<file path="src/rtl/mbox_seq_pkg.sv">
package mbox_seq_pkg;

  localparam int WORD_W    = 32;
  localparam int MSG_WORDS = 5;
  localparam int NUM_CMDS  = 3;

  localparam logic [31:0] TOCP_OFF   = 32'h10;
  localparam logic [31:0] TOHOST_OFF = 32'h14;
  localparam logic [31:0] MSG_BASE   = 32'h100;

  localparam logic [31:0] ST_OK      = 32'h0000_0001;
  localparam logic [31:0] ST_ERR_BIT = 32'h8000_0000;
  localparam logic [31:0] ST_INVAL   = ST_ERR_BIT | 32'h2;
  localparam logic [31:0] ST_CHKSUM  = ST_ERR_BIT | 32'h4;
  localparam logic [31:0] ST_TIMEOUT = ST_ERR_BIT | 32'h10;

  typedef enum logic [3:0] {
    S_IDLE, S_PI, S_PW, S_PG, S_MI, S_MW, S_DI, S_DW,
    S_RI, S_RW, S_RG, S_BI, S_BW, S_CI, S_CW, S_FIN
  } seq_state_e;

  // Message word w of command c: header 1, opcode, argc 1, argument, sum.
  function automatic logic [31:0] cmd_word(input logic [1:0] c, input logic [2:0] w);
    logic [31:0] op, arg;
    op  = (c == 2'd0) ? 32'd1 : 32'd2;
    arg = (c == 2'd2) ? 32'd2 : 32'd1;
    case (w)
      3'd0:    return 32'd1;
      3'd1:    return op;
      3'd2:    return 32'd1;
      3'd3:    return arg;
      default: return 32'd1 + op + 32'd1 + arg;
    endcase
  endfunction

  function automatic logic [31:0] msg_off(input logic [2:0] w);
    return MSG_BASE + {27'd0, w, 2'b00};
  endfunction

  // Sum of the first four words of a flattened message.
  function automatic logic [31:0] head_sum(input logic [WORD_W*MSG_WORDS-1:0] f);
    logic [31:0] s;
    s = '0;
    for (int i = 0; i < MSG_WORDS - 1; i++) s = s + f[i*WORD_W +: WORD_W];
    return s;
  endfunction

endpackage

</file>
<file path="src/rtl/mbox_poll_ctl.sv">
module mbox_poll_ctl #(
  parameter int POLL_MAX = 1000,
  parameter int POLL_GAP = 8
) (
  input  logic        clk,
  input  logic        rst_n,
  input  logic        clr_i,
  input  logic        miss_i,
  output logic        last_o,
  output logic        gap_done_o,
  output logic [31:0] cnt_o
);
  localparam int CNT_W = (POLL_MAX < 2) ? 1 : $clog2(POLL_MAX + 1);
  localparam int GAP_W = (POLL_GAP < 2) ? 1 : $clog2(POLL_GAP + 1);

  logic [CNT_W-1:0] cnt_q;
  logic [GAP_W-1:0] gap_q;

  always_ff @(posedge clk or negedge rst_n) begin
    if (!rst_n) begin
      cnt_q <= '0;
      gap_q <= '0;
    end else if (clr_i) begin
      cnt_q <= '0;
      gap_q <= '0;
    end else if (miss_i) begin
      cnt_q <= cnt_q + 1'b1;
      gap_q <= GAP_W'(POLL_GAP);
    end else if (gap_q != '0) begin
      gap_q <= gap_q - 1'b1;
    end
  end

  assign last_o     = (cnt_q == CNT_W'(POLL_MAX - 1));
  assign gap_done_o = (gap_q == '0);
  assign cnt_o      = 32'(cnt_q);
endmodule

</file>
<file path="src/rtl/mbox_bus_port.sv">
module mbox_bus_port #(
  parameter int ADDR_W = 12,
  parameter int DATA_W = 32
) (
  input  logic              clk,
  input  logic              rst_n,
  input  logic              go_i,
  input  logic              we_i,
  input  logic [ADDR_W-1:0] addr_i,
  input  logic [DATA_W-1:0] wdata_i,
  output logic              bus_req_o,
  output logic              bus_we_o,
  output logic [ADDR_W-1:0] bus_addr_o,
  output logic [DATA_W-1:0] bus_wdata_o,
  input  logic              bus_ack_i,
  input  logic [DATA_W-1:0] bus_rdata_i,
  output logic              fin_o,
  output logic [DATA_W-1:0] rdata_o
);
  always_ff @(posedge clk or negedge rst_n) begin
    if (!rst_n) begin
      bus_req_o   <= 1'b0;
      bus_we_o    <= 1'b0;
      bus_addr_o  <= '0;
      bus_wdata_o <= '0;
    end else if (go_i) begin
      bus_req_o   <= 1'b1;
      bus_we_o    <= we_i;
      bus_addr_o  <= addr_i;
      bus_wdata_o <= wdata_i;
    end else if (bus_req_o && bus_ack_i) begin
      bus_req_o <= 1'b0;
    end
  end

  assign fin_o   = bus_req_o & bus_ack_i;
  assign rdata_o = bus_rdata_i;
endmodule

</file>
<file path="src/rtl/mbox_reply_store.sv">
module mbox_reply_store
  import mbox_seq_pkg::*;
(
  input  logic                        clk,
  input  logic                        rst_n,
  input  logic                        clr_i,
  input  logic                        wr_i,
  input  logic [2:0]                  idx_i,
  input  logic [WORD_W-1:0]           data_i,
  output logic [WORD_W*MSG_WORDS-1:0] words_o,
  output logic                        sum_ok_o
);
  for (genvar g = 0; g < MSG_WORDS; g++) begin : g_word
    logic [WORD_W-1:0] w_q;
    always_ff @(posedge clk or negedge rst_n) begin
      if (!rst_n)                            w_q <= '0;
      else if (clr_i)                        w_q <= '0;
      else if (wr_i && idx_i == 3'(g))       w_q <= data_i;
    end
    assign words_o[g*WORD_W +: WORD_W] = w_q;
  end

  assign sum_ok_o = (head_sum(words_o) == words_o[(MSG_WORDS-1)*WORD_W +: WORD_W]);
endmodule

</file>
<file path="src/rtl/mbox_cmd_seq.sv">
module mbox_cmd_seq
  import mbox_seq_pkg::*;
#(
  parameter int POLL_MAX = 1000,
  parameter int POLL_GAP = 8,
  parameter int ADDR_W   = 12,
  parameter int IDX_W    = 3   // at least 2
) (
  input  logic                        clk,
  input  logic                        rst_n,
  input  logic                        start_i,
  input  logic [IDX_W-1:0]            cmd_idx_i,
  output logic                        bus_req_o,
  output logic                        bus_we_o,
  output logic [ADDR_W-1:0]           bus_addr_o,
  output logic [WORD_W-1:0]           bus_wdata_o,
  input  logic                        bus_ack_i,
  input  logic [WORD_W-1:0]           bus_rdata_i,
  output logic                        done_o,
  output logic [WORD_W-1:0]           status_o,
  output logic [WORD_W*MSG_WORDS-1:0] reply_o
);
  localparam logic [2:0] LAST_W = 3'(MSG_WORDS - 1);

  seq_state_e        state_q;
  logic [1:0]        cmd_q;
  logic [2:0]        widx_q;
  logic [WORD_W-1:0] resp_q;
  logic              tmo_q;
  logic              idle_seen_q;
  logic              done_q;
  logic [WORD_W-1:0] status_q;

  // Named internal events
  logic              idle_w, accept_w, reject_w, idle_seen_w;
  logic [1:0]        cmd_w;
  logic              fin_w, miss_w, last_w, gap_done_w, clr_poll_w, store_wr_w, sum_ok_w;
  logic [WORD_W-1:0] rdata_w;
  logic [31:0]       poll_cnt_w;

  logic              go_w, go_we_w;
  logic [ADDR_W-1:0] go_addr_w;
  logic [WORD_W-1:0] go_wdata_w;

  assign idle_w      = (state_q == S_IDLE);
  assign accept_w    = idle_w & start_i;
  assign reject_w    = accept_w & (cmd_idx_i >= IDX_W'(NUM_CMDS));
  assign idle_seen_w = idle_seen_q;
  assign cmd_w       = cmd_q;

  assign miss_w = ((state_q == S_PW) & fin_w & (rdata_w != '0)) |
                  ((state_q == S_RW) & fin_w & (rdata_w == '0));
  assign clr_poll_w = accept_w | ((state_q == S_DW) & fin_w);
  assign store_wr_w = (state_q == S_BW) & fin_w;

  always_comb begin
    go_w       = 1'b0;
    go_we_w    = 1'b0;
    go_addr_w  = '0;
    go_wdata_w = '0;
    unique case (state_q)
      S_PI, S_RI: begin
        go_w      = 1'b1;
        go_addr_w = ADDR_W'(TOHOST_OFF);
      end
      S_MI: begin
        go_w       = 1'b1;
        go_we_w    = 1'b1;
        go_addr_w  = ADDR_W'(msg_off(widx_q));
        go_wdata_w = cmd_word(cmd_q, widx_q);
      end
      S_DI: begin
        go_w       = 1'b1;
        go_we_w    = 1'b1;
        go_addr_w  = ADDR_W'(TOCP_OFF);
        go_wdata_w = 32'd1;
      end
      S_BI: begin
        go_w      = 1'b1;
        go_addr_w = ADDR_W'(msg_off(widx_q));
      end
      S_CI: begin
        go_w      = 1'b1;
        go_we_w   = 1'b1;
        go_addr_w = ADDR_W'(TOHOST_OFF);
      end
      default: ;
    endcase
  end

  mbox_bus_port #(.ADDR_W(ADDR_W), .DATA_W(WORD_W)) u_bus (
    .clk(clk), .rst_n(rst_n),
    .go_i(go_w), .we_i(go_we_w), .addr_i(go_addr_w), .wdata_i(go_wdata_w),
    .bus_req_o(bus_req_o), .bus_we_o(bus_we_o), .bus_addr_o(bus_addr_o),
    .bus_wdata_o(bus_wdata_o), .bus_ack_i(bus_ack_i), .bus_rdata_i(bus_rdata_i),
    .fin_o(fin_w), .rdata_o(rdata_w)
  );

  mbox_poll_ctl #(.POLL_MAX(POLL_MAX), .POLL_GAP(POLL_GAP)) u_poll (
    .clk(clk), .rst_n(rst_n), .clr_i(clr_poll_w), .miss_i(miss_w),
    .last_o(last_w), .gap_done_o(gap_done_w), .cnt_o(poll_cnt_w)
  );

  mbox_reply_store u_store (
    .clk(clk), .rst_n(rst_n), .clr_i(accept_w), .wr_i(store_wr_w),
    .idx_i(widx_q), .data_i(rdata_w), .words_o(reply_o), .sum_ok_o(sum_ok_w)
  );

  always_ff @(posedge clk or negedge rst_n) begin
    if (!rst_n) begin
      state_q     <= S_IDLE;
      cmd_q       <= '0;
      widx_q      <= '0;
      resp_q      <= '0;
      tmo_q       <= 1'b0;
      idle_seen_q <= 1'b0;
      done_q      <= 1'b0;
      status_q    <= '0;
    end else begin
      done_q <= 1'b0;
      unique case (state_q)
        S_IDLE: if (accept_w) begin
          if (reject_w) begin
            status_q <= ST_INVAL;
            done_q   <= 1'b1;
          end else begin
            cmd_q       <= cmd_idx_i[1:0];
            widx_q      <= '0;
            resp_q      <= '0;
            tmo_q       <= 1'b0;
            idle_seen_q <= 1'b0;
            state_q     <= S_PI;
          end
        end
        S_PI: state_q <= S_PW;
        S_PW: if (fin_w) begin
          if (rdata_w == '0) begin
            idle_seen_q <= 1'b1;
            widx_q      <= '0;
            state_q     <= S_MI;
          end else if (last_w) begin
            tmo_q   <= 1'b1;
            state_q <= S_FIN;
          end else begin
            state_q <= S_PG;
          end
        end
        S_PG: if (gap_done_w) state_q <= S_PI;
        S_MI: state_q <= S_MW;
        S_MW: if (fin_w) begin
          if (widx_q == LAST_W) state_q <= S_DI;
          else begin
            widx_q  <= widx_q + 1'b1;
            state_q <= S_MI;
          end
        end
        S_DI: state_q <= S_DW;
        S_DW: if (fin_w) state_q <= S_RI;
        S_RI: state_q <= S_RW;
        S_RW: if (fin_w) begin
          if (rdata_w != '0) begin
            resp_q  <= rdata_w;
            widx_q  <= '0;
            state_q <= S_BI;
          end else if (last_w) begin
            tmo_q   <= 1'b1;
            state_q <= S_CI;
          end else begin
            state_q <= S_RG;
          end
        end
        S_RG: if (gap_done_w) state_q <= S_RI;
        S_BI: state_q <= S_BW;
        S_BW: if (fin_w) begin
          if (widx_q == LAST_W) state_q <= S_CI;
          else begin
            widx_q  <= widx_q + 1'b1;
            state_q <= S_BI;
          end
        end
        S_CI: state_q <= S_CW;
        S_CW: if (fin_w) state_q <= S_FIN;
        S_FIN: begin
          if (tmo_q)          status_q <= ST_TIMEOUT;
          else if (!sum_ok_w) status_q <= ST_CHKSUM;
          else                status_q <= resp_q;
          done_q  <= 1'b1;
          state_q <= S_IDLE;
        end
        default: state_q <= S_IDLE;
      endcase
    end
  end

  assign done_o   = done_q;
  assign status_o = status_q;
endmodule

</file>
<file path="config.mk">
export PLATFORM = sky130hd
export DESIGN_NAME = mbox_cmd_seq
export DESIGN_NICKNAME = d
export VERILOG_FILES = /design/src/rtl/mbox_seq_pkg.sv /design/src/rtl/mbox_poll_ctl.sv /design/src/rtl/mbox_bus_port.sv /design/src/rtl/mbox_reply_store.sv /design/src/rtl/mbox_cmd_seq.sv
export SDC_FILE = /design/constraint.sdc
export NUM_CORES = 1
export LEC_CHECK = 0
export BUFFER_PORTS_ARGS = -buffer_cell sky130_fd_sc_hd__buf_2
export CAP_MARGIN = 20
export CORE_MARGIN = 2
export CORE_UTILIZATION = 45
export DETAILED_ROUTE_END_ITERATION = 8
export GPL_ROUTABILITY_DRIVEN = 0
export PLACE_DENSITY = 0.67
export RECOVER_POWER = 25
export SYNTH_ARGS = -nofsm -noshare
export SYNTH_HDL_FRONTEND = slang
export SYNTH_SLANG_ARGS = --single-unit
export TNS_END_PERCENT = 20
</file>
<file path="constraint.sdc">
create_clock -name clk -period 6.05 [get_ports clk]
set_input_delay 0.9075 -clock clk [delete_from_list [all_inputs] [get_ports clk]]
set_output_delay 0.9075 -clock clk [all_outputs]
set_load 0.02 [all_outputs]
</file>
## Yosys cells after proc, flatten, opt, wreduce, memory -nomap -nowiden

Index checks and enable logic that the tools add are counted.

- Add/sub/neg operators: 10
- $mul: 0
- Div/mod/pow operators: 0
- Order comparisons: 1
- Eq/ne operators: 39
- Shift operators: 0
- Mux-type cells: 71
- Bitwise logic cells: 12
- Reduce and logical (&&, ||, !) cells: 37

Operators with widths:

| operator | number |
|---|---|
| $mux 32 | 18 |
| $pmux 32 s2 | 2 |
| $add 32x32->32 | 3 |
| $pmux 4 s16 | 1 |
| $mux 4 | 15 |
| $mux 3 | 11 |
| $eq 32x32->1 | 1 |
| $eq 4x4->1 const B | 8 |
| $logic_not 32->1 | 1 |
| $reduce_bool 32->1 | 1 |
| $pmux 10 s3 | 1 |
| $ne 2x2->1 const B | 13 |
| $mux 10 | 2 |
| $reduce_bool 2->1 | 9 |
| $eq 4x3->1 const B | 4 |
| $pmux 5 s3 | 1 |
| $mux 1 | 13 |
| $pmux 3 s4 | 1 |
| $add 10x1->10 const B | 1 |
| $add 9x5->10 const A | 1 |
| $eq 10x10->1 const B | 1 |
| $pmux 5 s2 | 1 |
| $reduce_and 10->1 | 1 |
| $and 1x1->1 | 9 |
| 31 further kinds | 51 |

- Bits in registers: 295
- Bits in latches: 0
- RAM bits: 0
- ROM bits: 0
- Input bits: 39
- Output and inout port bits: 239
- Logic and storage cells: 188
- Memories: 0

## Logic depth before layout (Yosys ltp)

- Depth in word-level cells: 7
- Mapped depth: 17
- Depth with buffers taken out: 16

## Cells and area by module

Synthesis repeated with hierarchy kept, for this count alone.

- Cells, all modules: 1672
- Area, all modules: 16653.5 um^2

Modules (own cells, without submodules):

| module | instances | cells an instance | area an instance (um^2) | sequential area each (um^2) |
|---|---|---|---|---|
| mbox_reply_store | 1 | 1123 | 9960.8 | 4003.8 |
| mbox_cmd_seq | 1 | 324 | 3644.7 | 1876.8 |
| mbox_bus_port | 1 | 131 | 2153.3 | 1151.1 |
| mbox_poll_ctl | 1 | 94 | 894.6 | 350.3 |

## Worst setup path before layout

OpenSTA, ideal clock, no wires.

- Path kind: register to register
- Start point: register u_store.g_word[1].w_q[1]
- End point: register status_q[23], in the netlist status_o[23]
- Setup time: 0.064 ns
- Data arrival time: 4.627 ns
- Required time: 5.986 ns
- Path slack: 1.359 ns
- Stages on the path, launching flop included: 17
- Path buffers: 1
- Clock period less this slack: 4.691 ns
- Cell sequence: dfrtp_1 -> fa_1 -> inv_1 -> fa_1 -> inv_1 -> ha_1 -> fa_1 -> a21o_1 -> a221oi_2 -> o31a_2 -> nor2_1 -> or4_4 -> a2111oi_4 -> nand4_2 -> nor3_4 -> buf_6 -> a22o_2

- Longest elaborated chain between the ends: 7

Ends and longest elaborated chain:

| item | line | RTL |
|---|---|---|
| start, declared | mbox_reply_store.sv:14 | `logic [WORD_W-1:0] w_q;` |
| start signal, assigned | mbox_reply_store.sv:18 | `else if (wr_i && idx_i == 3'(g)) w_q <= data_i;` |
| $add 32x32->32 (3 in series) | mbox_seq_pkg.sv:44 | `for (int i = 0; i < MSG_WORDS - 1; i++) s = s + f[i*WORD_W +: WORD_W];` |
| $eq 32x32->1 | mbox_reply_store.sv:23 | `assign sum_ok_o = (head_sum(words_o) == words_o[(MSG_WORDS-1)*WORD_W +: WORD_W]);` |
| $mux 32 | mbox_cmd_seq.sv:185 | `else if (!sum_ok_w) status_q <= ST_CHKSUM;` |
| $mux 32 | mbox_cmd_seq.sv:184 | `if (tmo_q) status_q <= ST_TIMEOUT;` |
| $pmux 32 s2 | mbox_cmd_seq.sv:121 | `unique case (state_q)` |
| end signal, assigned | mbox_cmd_seq.sv:186 | `else status_q <= resp_q;` |
| end, declared | mbox_cmd_seq.sv:32 | `logic [WORD_W-1:0] status_q;` |

Every way passes these cells.
A chain may end at the register's enable or synchronous reset.

## Final worst setup path

- Start point: register u_store.g_word[1].w_q[1]
- End point: register status_q[3], in the netlist status_o[3]

Same word-level chain as after synthesis.

==> flow_metrics.py <==
metrics = {
    "worst_hold_path": {
        "min_path_type": "flip-flop to flip-flop",
        "hold_start": "u_bus.bus_wdata_o[1]",
        "min_path_cells": 2,
        "whs_endpoint": "u_bus.bus_wdata_o[1]",
    },
    "floorplanning": {
        "coreArea_um2": 32300,
        "io_pins": 278,
        "die_area_um2": 34000,
        "initial_utilization_pct": 45.4,
        "die_x_um": 184,
        "rows": 66,
        "die_h_um": 184,
    },
    "power": {
        "peakVddDrop_mv": 0.225,
        "power.leakage_nw": 8.44,
        "powerDensity_nw_per_um2": 424,
    },
    "routing": {
        "drt_iter0_markers": 1188,
        "num_vias": 12577,
        "detail-route-antenna-nets": 0,
        "drc": 0,
        "route.detailed.wl_per_inst_um": 20.3,
        "wl_mm": 45.2,
        "dr.pass1.iters": 6,
        "via_per_inst": 5.64,
    },
    "logic_synthesis": {
        "synth_top_area_share_pct": 44.2,
        "synth-main-ff-cell": "dfrtp_1",
        "ys_warn_count": 0,
        "ys_types": 83,
        "avgSynthCellArea_um2": 9.33,
        "synth_area_leaders": "dfrtp_1, nand2_1, fa_1",
        "synth_cells": 1572,
        "synth-edff-count": 0,
        "ys_seq_area_share_pct": 44.2,
        "ys_ff_latch": 259,
        "synth_area_um2": 14700,
        "yosys.area.top_type": "dfrtp_1",
        "async_flop_share_pct": 100,
    },
    "placement": {
        "place_inst": 2177,
        "placement.io_buffers": 241,
        "place_area_um2": 16000,
        "place_hpwl_mm": 31.6,
    },
    "layout": {
        "antennaDiodeCount": 0,
        "utilization_pct": 52.8,
        "final_area_um2": 17000,
        "drive_gt1_share_pct": 19.5,
        "register_area_um2": 6480,
        "fin_cells": 2230,
        "fillers": 3009,
        "multiInputGateArea_um2": 7560,
        "syn2layout_area_growth_pct": 16.3,
        "fin_nets": 1905,
    },
    "clock_tree": {
        "post_cts_resized": 0,
        "root_buffer": "clkbuf_16",
        "ctsHtreeMaxLevel": 1,
        "cts_buffers": 29,
        "clkSlewWorstSetupHoldPaths_ns": 0.06,
        "clock-sinks": 259,
        "cts_tree": "built",
        "hold_buffers": 0,
        "clockBufferDepth": 3,
        "clock_latency_ns": 0.54,
        "postCtsSetupBuffers": 0,
    },
    "worst_setup_path": {
        "critical_path_class": "flip-flop to flip-flop",
        "start_kind": "flip-flop",
        "end_kind": "flip-flop",
        "critPathSlowestCell": "fa_1",
        "rr_worst_depth": 16,
        "r2r_end": "status_o[3]",
        "critPathRequiredTime_ns": 6.53,
        "cp_max_fo": 18,
        "r2r_slack_ns": 0.81,
        "slowest_delay_ns": 0.55,
        "path_buf_inv": 3,
        "critPathArrivalTime_ns": 5.71,
        "cpLargestDelayFamily": "adder cells",
        "reg2reg_from": "u_store.g_word[1].w_q[1]",
        "worst_path_most_repeated_cell": "fa_1",
        "crit_chain": "fa_1 -> inv_1 -> fa_1 -> inv_1 -> ha_1 -> fa_1 -> a21o_1 -> a221oi_2 -> o31a_2 -> nor2_1 -> or4_4 -> a2111oi_4 -> nand4_2 -> nor3_4 -> buf_4 -> a22o_2",
    },
    "run": {
        "drv_cap": 2,
    },
    "timing": {
        "grt_setup_unrepaired": "no",
        "skew_ns": 0.0136,
        "setup_viol": 0,
        "fmax_ghz": 0.191,
        "hold_viol": 0,
        "holdWs_ns": 0.463,
        "relSlewSlack_pct": -133,
        "worstMarginPinSlew_ns": 3.49,
        "period_share_pct": 86.5,
        "tns_ns": 0,
        "drv_slew": 262,
        "fin_crit_ns": 5.24,
    },
    "grt": {
        "grt_overflow": 0,
        "grt_use_total_pct": 26.4,
        "grt_pass1_vias": 12399,
        "antenna_found_initial": 0,
        "grt_max_degree": 137,
        "grt_first_pass_wirelength_mm": 70.0,
    },
    "outcome": {
        "violations": "capacitance limit, slew limit",
        "outcome": "finished with violations",
    },
}
where the power goes:
part | total, mW | internal [mW] | switching (mW) | leakage (nW)
Combinational | 2.87 | 1.08 | 1.79 | 4.39
Clock | 1.90 | 1.17 | 0.726 | 0.511
Sequential | 2.47 | 2.08 | 0.393 | 3.54
kinds of logic after synthesis:
family | synth area share [%]
mux | 0.777
other cells | 0.0256
simple gates | 16.5
compound gates | 18.2
fa+ha+maj | 11.8
buf+inv | 5.32
xor+xnor | 3.17
flops | 44.2
cells in the mapped netlist, types with 8 or more instances:
| master | count |
|---|---|
| nand2_1 | 385 |
| dfrtp_1 | 259 |
| a21oi_1 | 219 |
| clkbuf_1 | 72 |
| fa_1 | 62 |
| nor2_1 | 54 |
| a22o_1 | 53 |
| o21ai_0 | 48 |
| buf_4 | 39 |
| ha_1 | 38 |
| inv_1 | 35 |
| xnor2_1 | 32 |
| nand4_1 | 23 |
| nor3_1 | 22 |
| xor2_1 | 21 |
| nand3_1 | 20 |
| nor4_1 | 11 |
| a22o_2 | 9 |
| buf_2 | 9 |
| a211oi_1 | 8 |
| a22oi_1 | 8 |
| mux2i_1 | 8 |
how the worst max path moves through the flow:
stage | endpoint | slack, ns | cells after the start | start
floorplan | status_o[23] | 1.36 | 16 | u_store.g_word[1].w_q[1]
global placement | status_o[8] | 0.92 | 16 | u_store.g_word[1].w_q[1]
detailed placement | status_o[3] | 0.80 | 16 | u_store.g_word[1].w_q[1]
CTS | status_o[3] | 0.81 | 16 | u_store.g_word[1].w_q[1]
global route | u_store.g_word[0].w_q[26] | 0.35 | 2 | rst_n
finish | status_o[3] | 0.81 | 16 | u_store.g_word[1].w_q[1]
sequential cells by signal, indices dropped and copies added, names as in the netlist, 2 cells and up:
signal,flops
state_q,4
u_bus.bus_addr_o,4
status_o,32
u_store.g_word.w_q,160
u_bus.bus_wdata_o,4
u_poll.cnt_q,10
u_poll.gap_q,4
cmd_q,2
widx_q,3
resp_q,32
final cells by class:
cell class / instances / area share (%)
Multi-Input combinational cell: 1188 / 44.3
Sequential cell: 259 / 38.0
Timing Repair Buffer: 252 / 7.56
Clock buffer: 35 / 4.57
Tap cell: 442 / 3.24
Clock inverter: 18 / 1.47
Inverter: 36 / 0.793
metrics by stage:
stage	setup slack (ns)	power, mW
after CTS	0.807	7.26
after detailed placement	0.797	5.33
after global placement	0.924	5.29
final	0.814	7.24
after floorplan	1.36	4.49
after global routing	0.352	7.67
per-layer routing:
layer	global-route usage, %	part of all wire [%]	up-vias
li1	-	-	5746
met3	4.31	7.3	75
met2	43.1	47	527
met1	36.6	43	6229
met5	0	0	-
met4	7.10	2.6	0
placed cells by master, fill, tap and decap left out, types with 36 or more instances in the layout:
cell,n
a21oi_1,219
dfrtp_1,259
ha_1,38
a22o_1,53
fa_1,62
conb_1,36
nor2_1,51
o21ai_0,48
nand2_1,382
buf_2,240
tightest hold or removal path: stages (launching register included):
cell and delay (ns):
dfrtp_1 0.34, nand2_1 0.05, nand2_1 0.05
Power figures use the tool's default switching activity.
